## config.mk

```make
export PLATFORM = sky130hd
export DESIGN_NAME = txseq_top
export DESIGN_NICKNAME = d
export VERILOG_FILES = /design/src/rtl/txseq_pkg.sv /design/src/rtl/txseq_crc16.sv /design/src/rtl/txseq_timer.sv /design/src/rtl/txseq_status.sv /design/src/rtl/txseq_top.sv
export SDC_FILE = /design/constraint.sdc
export NUM_CORES = 1
export LEC_CHECK = 0
export BUFFER_PORTS_ARGS = -buffer_cell sky130_fd_sc_hd__buf_4
export CORE_MARGIN = 3
export CORE_UTILIZATION = 55
export CTS_BUF_LIST = sky130_fd_sc_hd__clkbuf_2
export DETAILED_ROUTE_END_ITERATION = 16
export GPL_TIMING_DRIVEN = 0
export PLACE_DENSITY = 0.77
export SYNTH_ARGS = -nofsm -noshare
export SYNTH_HDL_FRONTEND = slang
export SYNTH_SLANG_ARGS = --single-unit
```

## constraint.sdc

```tcl
create_clock -name clk -period 6.73 [get_ports clk]
set_input_delay 0.673 -clock clk [delete_from_list [all_inputs] [get_ports clk]]
set_output_delay 0.673 -clock clk [all_outputs]
set_load 0.005 [all_outputs]
```

## src/rtl/txseq_pkg.sv

```systemverilog
package txseq_pkg;
    localparam int BYTE_W = 8;
    localparam int NSTS   = 2;
    localparam logic [15:0] CRC_POLY = 16'h8005;
    localparam logic [15:0] CRC_INIT = 16'h0000;

    typedef enum logic [2:0] {
        ST_IDLE, ST_ARMED, ST_ENQ, ST_ENQ_WAIT, ST_DATA, ST_ACK_WAIT, ST_PASS
    } seq_state_t;

    typedef enum logic [1:0] {
        FK_NONE = 2'b00,
        FK_ENQ  = 2'b01,
        FK_DATA = 2'b10
    } frame_kind_t;
endpackage

```

## src/rtl/txseq_crc16.sv

```systemverilog
module txseq_crc16
    import txseq_pkg::*;
(
    input  logic              clk,
    input  logic              clr,
    input  logic              en,
    input  logic [BYTE_W-1:0] din,
    output logic [15:0]       crc
);
    logic [15:0] crc_q, crc_nxt;
    logic        fb;

    always_comb begin
        crc_nxt = crc_q;
        fb      = 1'b0;
        for (int i = BYTE_W - 1; i >= 0; i--) begin
            fb      = crc_nxt[15] ^ din[i];
            crc_nxt = {crc_nxt[14:0], 1'b0};
            if (fb) crc_nxt = crc_nxt ^ CRC_POLY;
        end
    end

    always_ff @(posedge clk) begin
        if (clr)     crc_q <= CRC_INIT;
        else if (en) crc_q <= crc_nxt;
    end

    assign crc = crc_q;
endmodule

```

## src/rtl/txseq_timer.sv

```systemverilog
module txseq_timer #(
    parameter int WAIT_CYC = 64
) (
    input  logic clk,
    input  logic rst_n,
    input  logic run,
    output logic expired
);
    localparam int TW = (WAIT_CYC > 2) ? $clog2(WAIT_CYC) : 1;
    localparam logic [TW-1:0] LAST = TW'(WAIT_CYC - 1);

    logic [TW-1:0] cnt_q;

    always_ff @(posedge clk) begin
        if (!rst_n || !run) cnt_q <= '0;
        else                cnt_q <= cnt_q + 1'b1;
    end

    assign expired = run && (cnt_q == LAST);
endmodule

```

## src/rtl/txseq_status.sv

```systemverilog
module txseq_status
    import txseq_pkg::*;
(
    input  logic            clk,
    input  logic            rst_n,
    input  logic            arm,
    input  logic            cyc_end,
    input  logic            dlv_ok,
    input  logic            msk_we,
    input  logic [NSTS-1:0] msk_wdata,
    output logic            sts_avail,
    output logic            sts_dlvd,
    output logic [NSTS-1:0] msk_q,
    output logic            irq
);
    always_ff @(posedge clk) begin
        if (!rst_n) begin
            sts_avail <= 1'b1;
            sts_dlvd  <= 1'b0;
            msk_q     <= '0;
        end else begin
            if (arm) begin
                sts_avail <= 1'b0;
                sts_dlvd  <= 1'b0;
            end else begin
                if (cyc_end) sts_avail <= 1'b1;
                if (dlv_ok)  sts_dlvd  <= 1'b1;
            end
            if (msk_we) msk_q <= msk_wdata;
        end
    end

    assign irq = |({sts_dlvd, sts_avail} & msk_q);
endmodule

```

## src/rtl/txseq_top.sv

```systemverilog
module txseq_top
    import txseq_pkg::*;
#(
    parameter int WAIT_CYC = 64
) (
    input  logic              clk,
    input  logic              rst_n,
    input  logic              txen,
    input  logic [BYTE_W-1:0] dest_id,
    input  logic [BYTE_W-1:0] pkt_len,
    input  logic              token_held,
    output logic              token_pass,
    output logic [BYTE_W-1:0] buf_addr,
    input  logic [BYTE_W-1:0] buf_data,
    output logic              ser_vld,
    output logic [1:0]        ser_kind,
    output logic [BYTE_W-1:0] ser_byte,
    output logic              ser_last,
    input  logic              rx_ack,
    input  logic              rx_nak,
    input  logic              msk_we,
    input  logic [NSTS-1:0]   msk_wdata,
    output logic              sts_avail,
    output logic              sts_dlvd,
    output logic              irq
);
    localparam int IDX_W = BYTE_W + 1;

    seq_state_t        st_q, st_d;
    logic [BYTE_W-1:0] dest_q, len_q;
    logic [IDX_W-1:0]  idx_q, last_idx;
    logic              arm, cyc_end, dlv_ok;
    logic              tmr_run, tmr_exp;
    logic              crc_clr, crc_en;
    logic [15:0]       crc_val;
    logic [NSTS-1:0]   msk_q;

    assign arm      = txen && (st_q == ST_IDLE);
    assign last_idx = {1'b0, len_q} + IDX_W'(3);
    assign tmr_run  = (st_q == ST_ENQ_WAIT) || (st_q == ST_ACK_WAIT);
    assign cyc_end  = (st_q == ST_PASS);
    assign dlv_ok   = (st_q == ST_ACK_WAIT) && rx_ack;
    assign crc_clr  = (st_q != ST_DATA);
    assign crc_en   = (st_q == ST_DATA) && (idx_q < last_idx - IDX_W'(1));
    assign buf_addr = idx_q[BYTE_W-1:0] - BYTE_W'(2);

    // state register
    always_ff @(posedge clk) begin
        if (!rst_n) st_q <= ST_IDLE;
        else        st_q <= st_d;
    end

    // command latch and byte index
    always_ff @(posedge clk) begin
        if (!rst_n) begin
            dest_q <= '0;
            len_q  <= '0;
            idx_q  <= '0;
        end else begin
            if (arm) begin
                dest_q <= dest_id;
                len_q  <= pkt_len;
            end
            if (st_q == ST_DATA) idx_q <= idx_q + 1'b1;
            else                 idx_q <= '0;
        end
    end

    // next state
    always_comb begin
        st_d = st_q;
        unique case (st_q)
            ST_IDLE:     if (txen) st_d = ST_ARMED;
            ST_ARMED:    if (token_held) st_d = ST_ENQ;
            ST_ENQ:      st_d = ST_ENQ_WAIT;
            ST_ENQ_WAIT: begin
                if (rx_ack)                  st_d = ST_DATA;
                else if (rx_nak || tmr_exp)  st_d = ST_PASS;
            end
            ST_DATA:     if (idx_q == last_idx) st_d = ST_ACK_WAIT;
            ST_ACK_WAIT: if (rx_ack || tmr_exp) st_d = ST_PASS;
            ST_PASS:     st_d = ST_IDLE;
            default:     st_d = ST_IDLE;
        endcase
    end

    // outputs
    always_comb begin
        ser_vld    = 1'b0;
        ser_kind   = FK_NONE;
        ser_byte   = '0;
        ser_last   = 1'b0;
        token_pass = 1'b0;
        unique case (st_q)
            ST_ENQ: begin
                ser_vld  = 1'b1;
                ser_kind = FK_ENQ;
                ser_byte = dest_q;
                ser_last = 1'b1;
            end
            ST_DATA: begin
                ser_vld  = 1'b1;
                ser_kind = FK_DATA;
                ser_last = (idx_q == last_idx);
                if (idx_q == IDX_W'(0))                  ser_byte = dest_q;
                else if (idx_q == IDX_W'(1))             ser_byte = len_q;
                else if (idx_q == last_idx - IDX_W'(1))  ser_byte = crc_val[15:8];
                else if (idx_q == last_idx)              ser_byte = crc_val[7:0];
                else                                     ser_byte = buf_data;
            end
            ST_PASS:  token_pass = 1'b1;
            default: ;
        endcase
    end

    txseq_crc16 u_crc (
        .clk (clk),
        .clr (crc_clr),
        .en  (crc_en),
        .din (ser_byte),
        .crc (crc_val)
    );

    txseq_timer #(.WAIT_CYC(WAIT_CYC)) u_tmr (
        .clk     (clk),
        .rst_n   (rst_n),
        .run     (tmr_run),
        .expired (tmr_exp)
    );

    txseq_status u_sts (
        .clk       (clk),
        .rst_n     (rst_n),
        .arm       (arm),
        .cyc_end   (cyc_end),
        .dlv_ok    (dlv_ok),
        .msk_we    (msk_we),
        .msk_wdata (msk_wdata),
        .sts_avail (sts_avail),
        .sts_dlvd  (sts_dlvd),
        .msk_q     (msk_q),
        .irq       (irq)
    );
endmodule

```

# After elaboration in Yosys (flattened, before gate mapping)
# Index checks and enable logic that the tools add are counted.
dict set report word_totals {
  ff_bits 54
  input_bits 33
  output_inout_bits 24
  word_cells 93
}
dict set report op_classes {
  addsub 5
  n_lt_le_gt_ge 1
  eq_ne 16
  mux 26
  bitwise 18
  n_reduce_logical 18
}
# operator count
set op_table {}
lappend op_table {{2-to-1 mux 16 bit} 8}
lappend op_table {{2-to-1 mux 8 bit} 4}
lappend op_table {{inverter 3 bit} 8}
lappend op_table {{equality test 9 bit} 2}
lappend op_table {{2-to-1 mux 3 bit} 6}
lappend op_table {{case mux 3 bit (6 select lines)} 1}
lappend op_table {{case mux 8 bit (2 select lines)} 1}
lappend op_table {{adder 8 x 2 -> 9 bit, second input constant} 1}
lappend op_table {{adder 9 x 1 -> 9 bit, second input constant} 1}
lappend op_table {{equality test 3 bit, second input constant} 3}
lappend op_table {{equality test 9 x 1 -> 1 bit, second input constant} 1}
lappend op_table {{logical NOT 9 bit} 1}
lappend op_table {{< comparator 9 bit} 1}
lappend op_table {{subtractor 9 x 1 -> 9 bit, second input constant} 1}
lappend op_table {{subtractor 8 x 2 -> 8 bit, second input constant} 1}
lappend op_table {{bitwise XOR 1 bit} 8}
lappend op_table {{adder 6 x 1 -> 6 bit, second input constant} 1}
lappend op_table {{equality test 3 x 2 -> 1 bit, second input constant} 2}
lappend op_table {{equality test 6 bit, second input constant} 1}
lappend op_table {{OR reduction 2 bit} 3}
lappend op_table {{AND reduction 5 bit} 1}
lappend op_table {{logical AND 1 bit} 4}
lappend op_table {{logical OR 1 bit} 4}
lappend op_table {{2-to-1 mux 1 bit} 4}
lappend op_table {{other kinds (13)} 16}

# Longest topological paths before layout
dict set report logic_depth {
  depth_word 23
  ltp_mapped 24
  ltp_nobuf 21
}

# Cells and area by module
# Synthesis repeated with hierarchy kept, for this count alone.
dict set report unflattened {
  cells_unflattened 473
  hier_area_um2 3774.9
}
# module n_inst cells_per_inst area_per_inst_um2 seq_area_each_um2
set by_module_without_submodules {}
lappend by_module_without_submodules {txseq_top 1 351 2566.2 560.5}
lappend by_module_without_submodules {txseq_crc16 1 84 839.6 320.3}
lappend by_module_without_submodules {txseq_timer 1 25 227.7 120.1}
lappend by_module_without_submodules {txseq_status 1 13 141.4 80.1}

# Worst setup path after synthesis
# No wires, ideal clock.
dict set report synth_timing {
  path_type {flip-flop to flip-flop}
  from {register len_q[0]}
  to {register u_crc.crc_q[0], in the netlist u_crc.crc[0]}
  setup_ns 0.072
  t_arrival_ns 4.470
  required_ns 6.658
  path_slack_ns 2.189
  stages_incl_launch_ff 23
  n_path_buf 3
  period_less_slack_ns 4.541
  path_cell_list {dfxtp_1 buf_4 inv_1 ha_1 buf_6 nand2b_1 a21oi_1 a31o_2 nand3_1 nor4_1 a31oi_1 ha_1 nand2_1 or4_1 clkbuf_1 nand2_1 nor2b_1 a32oi_2 xnor2_2 xor2_1 xnor3_2 xnor3_1 mux2i_1}
}
dict set report synth_via {
  elab_cells_between_ends 27
  cone_classes {add/sub (2); order compare (1); eq/ne (2); mux (13); bitwise (8); reduce/logical (1)}
}
# element line
set synth_rtl {}
lappend synth_rtl {{start: declaration} txseq_top.sv:30} ;# logic [BYTE_W-1:0] dest_q, len_q;
lappend synth_rtl {{start signal: assignment} txseq_top.sv:62} ;# len_q <= pkt_len;
lappend synth_rtl {{adder 8 x 2 -> 9 bit (*)} txseq_top.sv:39} ;# assign last_idx = {1'b0, len_q} + IDX_W'(3);
lappend synth_rtl {{subtractor 9 x 1 -> 9 bit / equality test 9 bit (equally long branches)} {txseq_top.sv:107, txseq_top.sv:108}}
lappend synth_rtl {{equality test 9 bit / 2-to-1 mux 8 bit (equally long branches)} {txseq_top.sv:107, txseq_top.sv:108}}
lappend synth_rtl {{2-to-1 mux 8 bit (*)} txseq_top.sv:107} ;# else if (idx_q == last_idx - IDX_W'(1)) ser_byte = crc_val[15:8];
lappend synth_rtl {{2-to-1 mux 8 bit (*)} txseq_top.sv:106} ;# else if (idx_q == IDX_W'(1)) ser_byte = len_q;
lappend synth_rtl {{2-to-1 mux 8 bit (*)} txseq_top.sv:105} ;# if (idx_q == IDX_W'(0)) ser_byte = dest_q;
lappend synth_rtl {{case mux 8 bit (2 select lines) (*)} txseq_top.sv:94} ;# unique case (st_q)
lappend synth_rtl {{named net ser_byte[6]} txseq_top.sv:17} ;# output logic [BYTE_W-1:0] ser_byte,
lappend synth_rtl {{(+6 left out)} -}
lappend synth_rtl {{bitwise XOR 1 bit (*)} txseq_crc16.sv:17} ;# fb = crc_nxt[15] ^ din[i];
lappend synth_rtl {{2-to-1 mux 16 bit (*)} txseq_crc16.sv:19} ;# if (fb) crc_nxt = crc_nxt ^ CRC_POLY;
lappend synth_rtl {{bitwise XOR 1 bit (*)} txseq_crc16.sv:17}
lappend synth_rtl {{2-to-1 mux 16 bit (*)} txseq_crc16.sv:19}
lappend synth_rtl {{bitwise XOR 1 bit (*)} txseq_crc16.sv:17}
lappend synth_rtl {{2-to-1 mux 16 bit (*)} txseq_crc16.sv:19}
lappend synth_rtl {{bitwise XOR 1 bit (*)} txseq_crc16.sv:17}
lappend synth_rtl {{2-to-1 mux 16 bit (*)} txseq_crc16.sv:19}
lappend synth_rtl {{end signal: assignment} txseq_crc16.sv:25} ;# else if (en) crc_q <= crc_nxt;
lappend synth_rtl {{end: declaration} txseq_crc16.sv:10} ;# logic [15:0] crc_q, crc_nxt;
# The timed path passes the listed nets; every way through them passes the cells marked *.
# A chain may end at the register's enable or synchronous reset.

# Worst setup path after layout
dict set report layout_timing {
  from {register len_q[0]}
  to {output port ser_byte[5]}
}
dict set report layout_via {
  elab_chain_cells 7
  elab_cells_between_ends 9
  cone_classes {add/sub (2); eq/ne (2); mux (5)}
}
# element line
set layout_rtl {}
lappend layout_rtl {{adder 8 x 2 -> 9 bit (*)} txseq_top.sv:39}
lappend layout_rtl {{subtractor 9 x 1 -> 9 bit / equality test 9 bit (equally long branches)} {txseq_top.sv:107, txseq_top.sv:108}}
lappend layout_rtl {{equality test 9 bit / 2-to-1 mux 8 bit (equally long branches)} {txseq_top.sv:107, txseq_top.sv:108}}
lappend layout_rtl {{2-to-1 mux 8 bit (*)} txseq_top.sv:107}
lappend layout_rtl {{2-to-1 mux 8 bit (*)} txseq_top.sv:106}
lappend layout_rtl {{2-to-1 mux 8 bit (*)} txseq_top.sv:105}
lappend layout_rtl {{case mux 8 bit (2 select lines) (*)} txseq_top.sv:94}
lappend layout_rtl {{end: declaration} txseq_top.sv:17}
# Mark *: on every way between the ends. The rest lies on a longest branch, timed or not.

==> metrics.md <==
| Metric | Value |
|---|---|
| Crit Reg-Reg Endpoint | u_crc.crc[0] |
| Area Overhead vs Synth | 14.5% |
| Sequential area share after synthesis | a little over a quarter |
| CTS tree | done |
| P_leak | 1.79 nW |
| WS Path Type | flip-flop to output port |
| Initial Util | 57.8% |
| Detail Route Antenna Nets | 0 |
| Cell taking the most area after synthesis | dfxtp_1 |
| Die Ht | 91.4 µm |
| Worst R2R Path Depth | 19 |
| Vias | 3836 |
| CP max stage delay | 1.00 ns |
| Iter 0 DRT Violations | 217 |
| Largest delay share family, worst path | simple AND/OR/NAND/NOR gates |
| Mapped Area | around 4000 µm² |
| #FFs+latches synth | 54 |
| Post-route setup TNS | 0 ns |
| Max-Cap Viols | 0 |
| # hold bufs at CTS | 0 |
| RSZ-0062 raised after global routing | false |
| Overflow after GRT | 0 |
| Max transition margin | 9.18% |
| Sink Count | 54 |
| Pwr/cell area | 188 nW/µm² |
| First-pass iteration count of the detailed router | 5 |
| Fin Clk Skew | 0.0381 ns |
| DR WL/cell | 16.0 µm |
| Worst hold endpoint | u_tmr.cnt_q[0] |
| CP arrival | between 4 and 5 ns |
| Final Hold Viols | 0 |
| Die X | 91.4 µm |
| Boundary pin count | 57 |
| Tcrit/Tclk final | 79.4% |
| Cell row count | 30 |
| YS warnings | 0 |
| Pre-CTS WS | 1.52 ns |
| Cts bufs inserted | 5 |
| Syn_area_per_cell | 8.13 µm² |
| CTS H-tree lvls | 2 |
| Number of synthesized flops with an enable pin | 0 |
| Net Count, Synth | 544 |
| Worst Hold Depth | 1 |
| Peak VDD IR | 0.118 mV |
| WL final | 10.5 mm |
| Crit start category | flip-flop |
| Worst-path clk slew | 0.26 ns |
| CP Max Fanout | 10 |
| Nets@finish | 607 |
| HP Start | u_tmr.cnt_q[0] |
| Mapped Cells | 494 |
| Top post-synthesis cells by area | dfxtp_1, xnor2_1, nand2_1, ha_1, nor2_1 |
| Worst path required time | 6.06 ns |
| Via-to-Cell Ratio | roughly 6 |
| # Post-CTS Setup Buffers | 0 |
| RR Startpoint | len_q[0] |
| Post-route DRC | 0 |
| Port bufs | 56 |
| R2R Setup Slk | 1.41 ns |
| Total track usage | about a quarter |
| Worst Setup Slack, final | 1.39 ns |
| Synth top area share | 26.9% |
| Share of cells above drive strength 1 | 18.5% |
| Pin slew with the least headroom to its limit | approximately 1.3 ns |
| Count of cell types in the netlist | 74 |
| Worst Hold Class | flip-flop to flip-flop |
| GPL Wtd Cong | between 0.8 and 0.9 |
| Root buffer cell | clkbuf_2 |
| Core Footprint | around 7000 µm² |
| Post-DP HPWL | 8.06 mm |
| Vias in the first global route | about 3600 |
| CP endpoint kind | output port |
| Largest net degree at the start of global routing | 17 |
| FFs w/ async S/R, synth | 0% |
| Main synth FF type | dfxtp_1 |
| Final setup viols | 0 |
| Final Max Slew Viols | 0 |
| Crit path time final | 5.34 ns |
| Crit-path cells | buf_4, inv_1, ha_1, buf_6, nand2b_1, a21oi_1, a31o_2, nand3_1, nor4_1, a31oi_1, ha_1, nand2_1, nor4_1, a311oi_1, a211o_1, a31oi_1, buf_4 |
| Bufs and invs on worst path | 4 |
| Antenna diode count | 0 |
| CTS max path bufs | 2 |
| Global-route wire length before repair | 16.8 mm |
| Die ar. | about 8400 µm² |
| Status | completed |
| Clock latency on the worst-skew pair | 0.44 ns |
| Highest clock rate | 187 MHz |
| CP max stage cell | nor4_1 |
| Initial antenna violation count | 0 |
| Post-CTS sizing | 0 |
-- power breakdown --
group / total [mW] / internal (mW) / switching [mW]
combinational: 0.379 / 0.162 / 0.217
clock: 0.124 / 0.0238 / 0.100
sequential: 0.360 / 0.343 / 0.0173
-- final cells by class --
type                            count  area (µm²)
Inverter                           11        43.8
Clock buffer                        5        25.0
Fill cell                         636        2350
Timing Repair Buffer               56         420
Tap cell                           96         120
Clock inverter                      3        16.3
Multi-Input combinational cell    398        2730
Sequential cell                    54        1080
Buffer                             31         156
-- cells in the mapped netlist (7+ instances only) --
cell type / count
a21boi_0: 17
o21ai_0: 27
buf_2: 11
a21oi_1: 20
a31oi_1: 7
dfxtp_1: 54
clkbuf_1: 15
xnor2_1: 27
mux2i_1: 14
nand3_1: 21
ha_1: 17
inv_1: 10
xor2_1: 16
nor2_1: 48
nand2_1: 61
nand4_1: 8
-- metrics by stage --
stage / cells / cell area, µm² / total power [mW] / hold WS (ns) / util [%]
after global routing: 654 / 4600 / 0.920 / 0.429 / 66.2
after detailed placement: 646 / 4560 / 0.737 / 0.442 / 65.6
after global placement: 646 / 4560 / 0.728 / 0.433 / 65.6
after floorplan: 494 / 4020 / 0.636 / 0.418 / -
after CTS: 654 / 4600 / 0.862 / 0.452 / 66.2
final: 654 / 4600 / 0.863 / 0.464 / 66.2
-- cells by family (layout without fill, tap and decap cells) --
kind of cell	Yosys count	count (layout)	synth area share [%]
fa+ha+maj	17	17	5.30
mux	14	14	3.49
flops	54	54	26.9
xor+xnor	48	48	11.9
buf+inv	42	106	4.99
compound gates	125	125	22.5
simple gates	194	194	24.9
-- worst max path at each step --
stage | start | cells past startpoint | end | slack, ns
floorplan | len_q[0] | 22 | u_crc.crc[0] | 2.19
global placement | len_q[0] | 19 | u_crc.crc[0] | 1.65
detailed placement | len_q[0] | 19 | u_crc.crc[0] | 1.52
CTS | len_q[0] | 19 | ser_byte[7] | 1.44
global route | len_q[0] | 19 | ser_byte[7] | 1.05
finish | len_q[0] | 17 | ser_byte[5] | 1.39
-- cell usage in the layout (no fill, tap or decap), types with 6 or more instances in the layout --
cell / synthesis / final
nand2_1: 61 / 61
buf_4: 3 / 59
dfxtp_1: 54 / 54
nor2_1: 48 / 48
xnor2_1: 27 / 27
o21ai_0: 27 / 27
nand3_1: 21 / 21
a21oi_1: 20 / 20
a21boi_0: 17 / 17
ha_1: 17 / 17
xor2_1: 16 / 16
clkbuf_1: 15 / 15
mux2i_1: 14 / 14
buf_2: 11 / 11
inv_1: 10 / 10
nand4_1: 8 / 8
a31oi_1: 7 / 7
nor3_1: 6 / 6
nor2b_1: 6 / 6
nand2b_1: 6 / 6
o211ai_1: 6 / 6
-- state kept, by name, summed over array words and instances (netlist names) --
name	flops
u_crc.crc	16
idx_q	9
dest_q	8
len_q	8
u_tmr.cnt_q	6
st_q	3
u_sts.msk_q	2
u_sts.sts_avail	1
u_sts.sts_dlvd	1
-- metal layers --
metal | vias up | global-route usage [%] | share of wire (%)
met5 | - | 0 | 0
met4 | 0 | 6.66 | 1.2
met3 | 18 | 3.40 | 6.3
met2 | 141 | 40.4 | 47
met1 | 1786 | 33.1 | 45
li1 | 1891 | - | -
-- worst register-to-register path, cell delays in order (launching register included) --
cell and delay, ns:
dfxtp_1 0.44, buf_4 0.19, inv_1 0.09, ha_1 0.21, buf_6 0.13, nand2b_1 0.15
a21oi_1 0.13, a31o_2 0.13, nand3_1 0.17, nor4_1 0.28, a31oi_1 0.10, ha_1 0.34
nand2_1 0.08, nor4_1 1.00, a311oi_1 0.11, a211o_1 0.36, o311ai_2 0.43, xnor3_2 0.48
xnor3_1 0.35, mux2i_1 0.14
(Power assumes the default switching activity.)
